## src/rtl/addcmp_pkg.sv

```systemverilog
// Package: shared widths, opcode constants and the decoded control word
// for the add / reverse-subtract / compare unit.
package addcmp_pkg;

    localparam int IMM_W  = 16;
    localparam int XLEN   = 2 * IMM_W;
    localparam int OPC_W  = 6;
    localparam int FN_W   = 11;

    localparam logic [OPC_W-1:0] OPC_PREFIX  = 6'b101100;
    localparam logic [OPC_W-1:0] OPC_CMP     = 6'b000101;
    localparam logic [FN_W-1:0]  FN_CMP_SGN  = 11'd1;
    localparam logic [FN_W-1:0]  FN_CMP_UNS  = 11'd3;

    // Decoded control for one issued instruction.
    typedef struct packed {
        logic hit;       // instruction belongs to this unit
        logic sub;       // reverse subtract (B + ~A + cin)
        logic use_c;     // carry flag is the carry-in
        logic keep;      // carry flag is not written
        logic imm_form;  // B comes from the immediate path
        logic cmp_en;    // compare: overwrite result MSB
        logic cmp_uns;   // compare is unsigned
        logic pfx;       // immediate prefix instruction
    } addcmp_ctl_t;

endpackage

```

## src/rtl/addcmp_decode.sv

```systemverilog
// Module: addcmp_decode
// Turns the major opcode and function field into the control word.
// Assumes the instruction is qualified by issue_vld; with issue_vld low
// every control bit that causes an effect is forced low.
module addcmp_decode
    import addcmp_pkg::*;
(
    input  logic             issue_vld,
    input  logic [OPC_W-1:0] opcode,
    input  logic [FN_W-1:0]  func,
    output addcmp_ctl_t      ctl
);

    logic in_range;
    logic cmp_code;

    // Range check and compare function match.
    always_comb begin
        in_range = (opcode[OPC_W-1:OPC_W-2] == 2'b00);
        cmp_code = (opcode == OPC_CMP) &&
                   ((func == FN_CMP_SGN) || (func == FN_CMP_UNS));
    end

    // Control word assembly: each opcode bit is an independent switch.
    always_comb begin
        ctl          = '0;
        ctl.hit      = issue_vld && in_range;
        ctl.sub      = opcode[0];
        ctl.use_c    = opcode[1];
        ctl.keep     = opcode[2];
        ctl.imm_form = opcode[3];
        ctl.cmp_en   = issue_vld && in_range && cmp_code;
        ctl.cmp_uns  = func[1];
        ctl.pfx      = issue_vld && (opcode == OPC_PREFIX);
    end

endmodule

```

## src/rtl/addcmp_operand.sv

```systemverilog
// Module: addcmp_operand
// Chooses the second operand B: the register value, or the 16-bit
// immediate widened by sign extension or by a held prefix half.
// Holds the one-entry prefix latch; any issued instruction consumes it,
// idle cycles keep it.
module addcmp_operand
    import addcmp_pkg::*;
#(
    parameter int W  = XLEN,
    parameter int IW = IMM_W
) (
    input  logic          clk,
    input  logic          rst_n,
    input  logic          issue_vld,
    input  addcmp_ctl_t   ctl,
    input  logic [IW-1:0] imm,
    input  logic [W-1:0]  opb,
    output logic [W-1:0]  b_eff
);

    localparam int UPPER_W = W - IW;

    logic               pfx_vld;
    logic [UPPER_W-1:0] pfx_hi;
    logic [UPPER_W-1:0] upper;

    // Prefix latch: load on a prefix, drop on any other issued instruction.
    always_ff @(posedge clk) begin
        if (!rst_n) begin
            pfx_vld <= 1'b0;
            pfx_hi  <= '0;
        end else if (issue_vld) begin
            pfx_vld <= ctl.pfx;
            if (ctl.pfx) pfx_hi <= imm[UPPER_W-1:0];
        end
    end

    // Upper-half source and B operand selection.
    always_comb begin
        upper = pfx_vld ? pfx_hi : {UPPER_W{imm[IW-1]}};
        b_eff = ctl.imm_form ? {upper, imm} : opb;
    end


    pfx_load_chk: assert property (@(posedge clk) disable iff (!rst_n)
        (issue_vld && ctl.pfx) |=> (pfx_vld && pfx_hi == $past(imm[UPPER_W-1:0])));


    pfx_drop_chk: assert property (@(posedge clk) disable iff (!rst_n)
        (issue_vld && !ctl.pfx) |=> !pfx_vld);


    pfx_hold_chk: assert property (@(posedge clk) disable iff (!rst_n)
        !issue_vld |=> ($stable(pfx_vld) && $stable(pfx_hi)));

endmodule

```

## src/rtl/addcmp_core.sv

```systemverilog
// Module: addcmp_core
// Single carry-propagate adder shared by add, reverse subtract and
// compare. The compare outcome comes from the adder's own sign and
// carry bits, so no second comparator is built.
module addcmp_core #(
    parameter int W = 32
) (
    input  logic         sub,
    input  logic         use_c,
    input  logic         carry_in,
    input  logic         cmp_en,
    input  logic         cmp_uns,
    input  logic [W-1:0] a,
    input  logic [W-1:0] b,
    output logic [W-1:0] res,
    output logic         cout
);

    localparam int MSB = W - 1;

    logic [W-1:0] a_x;
    logic         cin;
    logic [W:0]   sum;
    logic         lt_sgn;
    logic         lt_uns;
    logic         lt;

    // Operand conditioning and carry-in choice.
    always_comb begin
        a_x = sub ? ~a : a;
        cin = use_c ? carry_in : sub;
    end

    // The adder itself.
    always_comb begin
        sum  = {1'b0, b} + {1'b0, a_x} + {{W{1'b0}}, cin};
        cout = sum[W];
    end

    // Less-than from sign bits and borrow (valid when sub=1, cin=1).
    always_comb begin
        lt_sgn = (a[MSB] ^ b[MSB]) ? b[MSB] : sum[MSB];
        lt_uns = ~sum[W];
        lt     = cmp_uns ? lt_uns : lt_sgn;
    end

    // Result: compare overwrites only the top bit.
    always_comb begin
        res = sum[W-1:0];
        if (cmp_en) res[MSB] = lt;
    end

endmodule

```

## src/rtl/addsub_cmp_unit.sv

```systemverilog
// Module: addsub_cmp_unit (top)
// Integer add / reverse subtract / compare unit with carry-flag update
// and immediate prefix merging. Result and carry outputs are
// combinational in the issued instruction; the prefix latch is the only
// state. Instruction fields: opcode instr[31:26], imm instr[15:0],
// function instr[10:0].
module addsub_cmp_unit
    import addcmp_pkg::*;
(
    input  logic        clk,
    input  logic        rst_n,
    input  logic        issue_vld,
    input  logic [31:0] instr,
    input  logic [31:0] opa,
    input  logic [31:0] opb,
    input  logic        carry_in,
    output logic [31:0] result,
    output logic        carry_next,
    output logic        carry_we,
    output logic        res_vld
);

    addcmp_ctl_t      ctl;
    logic [XLEN-1:0]  b_eff;
    logic [XLEN-1:0]  core_res;
    logic             core_cout;

    addcmp_decode u_dec (
        .issue_vld (issue_vld),
        .opcode    (instr[31:26]),
        .func      (instr[10:0]),
        .ctl       (ctl)
    );

    addcmp_operand #(.W(XLEN), .IW(IMM_W)) u_opnd (
        .clk       (clk),
        .rst_n     (rst_n),
        .issue_vld (issue_vld),
        .ctl       (ctl),
        .imm       (instr[IMM_W-1:0]),
        .opb       (opb),
        .b_eff     (b_eff)
    );

    addcmp_core #(.W(XLEN)) u_core (
        .sub      (ctl.sub),
        .use_c    (ctl.use_c),
        .carry_in (carry_in),
        .cmp_en   (ctl.cmp_en),
        .cmp_uns  (ctl.cmp_uns),
        .a        (opa),
        .b        (b_eff),
        .res      (core_res),
        .cout     (core_cout)
    );

    // Output gating and carry flag update.
    always_comb begin
        res_vld    = ctl.hit;
        carry_we   = ctl.hit && !ctl.keep;
        carry_next = carry_we ? core_cout : carry_in;
        result     = ctl.hit ? core_res : '0;
    end


    idle_quiet_chk: assert property (@(posedge clk) disable iff (!rst_n)
        !issue_vld |-> (!res_vld && !carry_we && carry_next == carry_in));


    keep_no_write_chk: assert property (@(posedge clk) disable iff (!rst_n)
        (issue_vld && instr[28]) |-> !carry_we);


    rsub_value_chk: assert property (@(posedge clk) disable iff (!rst_n)
        (res_vld && instr[26] && !instr[27] && !instr[29] &&
         !(instr[31:26] == OPC_CMP &&
           (instr[10:0] == FN_CMP_SGN || instr[10:0] == FN_CMP_UNS)))
        |-> (result == opb - opa));


    cmp_signed_chk: assert property (@(posedge clk) disable iff (!rst_n)
        (issue_vld && instr[31:26] == OPC_CMP && instr[10:0] == FN_CMP_SGN)
        |-> (result[31] == ($signed(opb) < $signed(opa)) &&
             result[30:0] == (opb[30:0] - opa[30:0])));


    cmp_unsigned_chk: assert property (@(posedge clk) disable iff (!rst_n)
        (issue_vld && instr[31:26] == OPC_CMP && instr[10:0] == FN_CMP_UNS)
        |-> (result[31] == (opb < opa)));


    cmp_carry_chk: assert property (@(posedge clk) disable iff (!rst_n)
        (issue_vld && instr[31:26] == OPC_CMP &&
         (instr[10:0] == FN_CMP_SGN || instr[10:0] == FN_CMP_UNS))
        |-> (!carry_we && carry_next == carry_in));

endmodule

```

## config.mk

```make
export PLATFORM = sky130hd
export DESIGN_NAME = addsub_cmp_unit
export DESIGN_NICKNAME = d
export VERILOG_FILES = /design/src/rtl/addcmp_pkg.sv /design/src/rtl/addcmp_decode.sv /design/src/rtl/addcmp_operand.sv /design/src/rtl/addcmp_core.sv /design/src/rtl/addsub_cmp_unit.sv
export SDC_FILE = /design/constraint.sdc
export NUM_CORES = 1
export LEC_CHECK = 0
export BUFFER_PORTS_ARGS = -buffer_cell sky130_fd_sc_hd__buf_2
export CORE_UTILIZATION = 55
export CTS_CLUSTER_SIZE = 30
export DETAILED_ROUTE_END_ITERATION = 7
export PLACE_DENSITY_LB_ADDON = 0.1
export RECOVER_POWER = 50
export REMOVE_ABC_BUFFERS = 1
export SYNTH_ARGS = -nofsm -noshare
export SYNTH_HDL_FRONTEND = slang
export SYNTH_SLANG_ARGS = --single-unit
```

## constraint.sdc

```tcl
create_clock -name clk -period 14.3 [get_ports clk]
set_input_delay 2.86 -clock clk [delete_from_list [all_inputs] [get_ports clk]]
set_output_delay 2.86 -clock clk [all_outputs]
set_load 0.02 [all_outputs]
```

==> results.md <==
• **number of ports placed on the die boundary** 135
• **total placed instance area** 4119 um^2
• **startpoint types** primary input
• **unrepaired setup endpoints after global routing** false
• **number of input and output port buffers inserted** 124
• **Worst Slack Setup Final** 3.700 ns
• **number of antenna cells inserted** 0
• **Tot GR Track Use** 30.07%
• **instance count of the mapped netlist** 481
• **Largest delay share family, worst path** buffers and inverters
• **wire length of the first global-routing pass** 15.73 mm
• **number of buffers created by CTS** 3
• **pin count of the biggest net entering global routing** 50
• **area of the die** 6677 um^2
• **CTS tree** done
• **buffering stage count on the worst path with inverters included** 2
• **Initial Util** 57.99%
• **cell chosen for the clock root** clkbuf_8
• **Worst setup EP type** output pin
• **Remaining DRCs** 0
• **final global-route overflow total** 0
• **detailed-route via count** 3882
• **worst path required time** 11.44 ns
• **Final HPWL DP** 7.925 mm
• **Peak supply drop** 0.00003955 V
• **pre-CTS worst setup slack** 4.782 ns
• **Slew Limit Fails** 82
• **data arrival time of the critical path** 7.74 ns
• **ratio of cells with drive above 1 in the final layout** 24.62%
• **WHS Endpoint** u_opnd.pfx_hi[6]
• **die height** 81.71 um
• **Worst Reg2Reg Path Length in Cells** 2
• **cell type contributing the most total cell area after synthesis** ha_1
• **sequence of cells on the critical path** clkbuf_1, mux2i_1, fa_1, fa_1, nand2b_1, a211oi_1, o21ai_1, a21oi_1, nor2_1, or3_1, o211a_1, buf_2
• **number of hold buffers added after cts** 0
• **Max-cap violations** 2
• **synth unique cells** 57
• **number of warnings issued by yosys** 0
• **initial detailed-routing violation count** 208
• **final critical path time including I/O delays and setup** 10.60 ns
• **maximum clock path buffer count** 2
• **hold path startpoint** u_opnd.pfx_hi[6]
• **detailed-router iteration count before antenna repair** 5
• **actual transition at the worst max-transition pin** 2.220 ns
• **buffers inserted during post-CTS setup optimization** 0
• **dominant cells by area after synthesis** ha_1, xor2_1, dfxtp_1, a21oi_1, nor2_1
• **Top cell by count, worst path** fa_1
• **final setup violation count** 0
• **clock latency reported for the late side of the worst-skew pair** 0.25 ns
• **Reg-to-Reg End** u_opnd.pfx_vld
• **cell area after synthesis** 3495 um^2
• **fin nets** 719
• **Mean Syn Cell Area** 7.265 um^2
• **Area growth syn-to-layout** 18.44%
• **final routed wire length divided by cell count** 15.13 um
• **Worst Hold Slack** 0.5226 ns
• **level count of the clock H-tree** 1
• **Total Wirelength** 9.989 mm
• **P_leak** 1.875 nW
• **Min-Delay Path Class** register to register
• **number of flops mapped to enable cells by yosys** 0
• **Critical Path Slowest Stage Cell** clkbuf_1
• **core utilization of the finished layout** 68.69%
• **Fin Setup TNS** 0 ns
• **Synth top area share** 11.10%
• **final number of hold-violating endpoints** 0
• **critical-path maximum fanout** 49
• **GP Congestion** 0.9261
• **clk_skew** 0 ns
• **fraction of registers with async set/reset** 0%
• **register-to-register setup slack** 13.22 ns
• **worst r2r src** u_opnd.pfx_vld
• **ratio of routed vias to standard cells** 5.882
• **via count of the first global-routing pass** 3440
• **worst setup path category** primary input to output pin
• **top flip-flop cell by instance count after synthesis** dfxtp_1
• **maximum clock frequency** 94.34 MHz
• **Reg clk slew, reported paths** 0.06 ns
• **post-synthesis sequential element count** 17
• **top post-synthesis cells by count** nor2_1, a21oi_1, xor2_1
• **clock sink total** 17
• **die boundary width** 81.71 um
• **power per unit of standard cell area** 70.10 nW/um^2
• **result of the run** finished, violations left
• **Tcrit/Tclk final** 74.13%
• **most numerous cell in the Yosys netlist** nor2_1
• **antenna violations before repair** 0
• **fraction of the yosys area taken by sequential cells** 9.739%
• **Relative slew margins** -47.99%
• **number of routed nets with antenna violations** 0
• **final std cell area, no fill** 4139 um^2
• **number of placement rows** 28
• **hold depth** 2
• **violations in the final reports** max-capacitance violations, max-slew violations
• **number of gates resized after CTS** 0
• **delay of the slowest critical-path stage** 1.56 ns
• **area of the core region** 6026 um^2
layout by cell type (no fill, tap or decap), drive strengths merged, types with 5 or more instances in the layout:
cell and count:
o21a 12, nor2 65, ha 31, nand3 5
nand4 8, nor3 18, mux2 16, o211ai 5
nand2 26, dfxtp 17, nor2b 19, nand2b 6
a21oi 64, o21ai 16, mux2i 23, clkbuf 13
xnor2 11, xor2 41, a31oi 5, a21o 12
inv 10, buf 117
cell families after synthesis:
group           share of synthesized area [%]
buf+inv                                 4.081
xor+xnor                                13.03
mux                                     11.85
simple gates                            21.63
fa+ha+maj                               12.24
flops                                   9.739
compound gates                          27.43
area by class of cell:
class / count / area (um^2)
Clock buffer: 4 / 45.04
Sequential cell: 17 / 340.3
Timing Repair Buffer: 126 / 621.8
Multi-Input combinational cell: 428 / 3000
Tap cell: 75 / 93.84
Inverter: 10 / 37.54
Fill cell: 569 / 1887
per-layer routing:
metal	global-route usage, %	share of wire, %
met1	41.46	46
met2	49.75	44
met3	2.667	7.9
met4	8.070	2.0
met5	0	0
worst min-delay path, stage by stage (launching register included):
cell and delay (ns):
dfxtp_1 0.33, mux2i_1 0.06, nor2b_1 0.10
per-stage QoR:
step                std cells  total power, mW
finish                    660           0.2901
global placement          656           0.2502
global route              660           0.3158
detailed placement        656           0.2527
floorplan                 455           0.1981
CTS                       660           0.2897
how the worst max path moves through the flow:
stage	startpoint	end	slack, ns	depth (start not counted)
floorplan	instr[15]	result[29]	6.02	11
global placement	instr[29]	result[31]	4.82	12
detailed placement	instr[29]	result[31]	4.78	12
CTS	instr[29]	result[31]	4.76	12
global route	instr[29]	result[31]	3.39	12
finish	instr[29]	result[31]	3.70	12
where the power goes:
| group | switching [mW] | internal [mW] |
|---|---|---|
| Clock | 0.0157 | 0.0198 |
| Combinational | 0.122 | 0.0853 |
| Sequential | 0.000162 | 0.0475 |
| Total | 0.138 | 0.153 |
flip-flops by register name (all words and copies together) (netlist names):
name and cells:
u_opnd.pfx_hi 16, u_opnd.pfx_vld 1
Note: power is estimated with default switching activity, not from simulation.
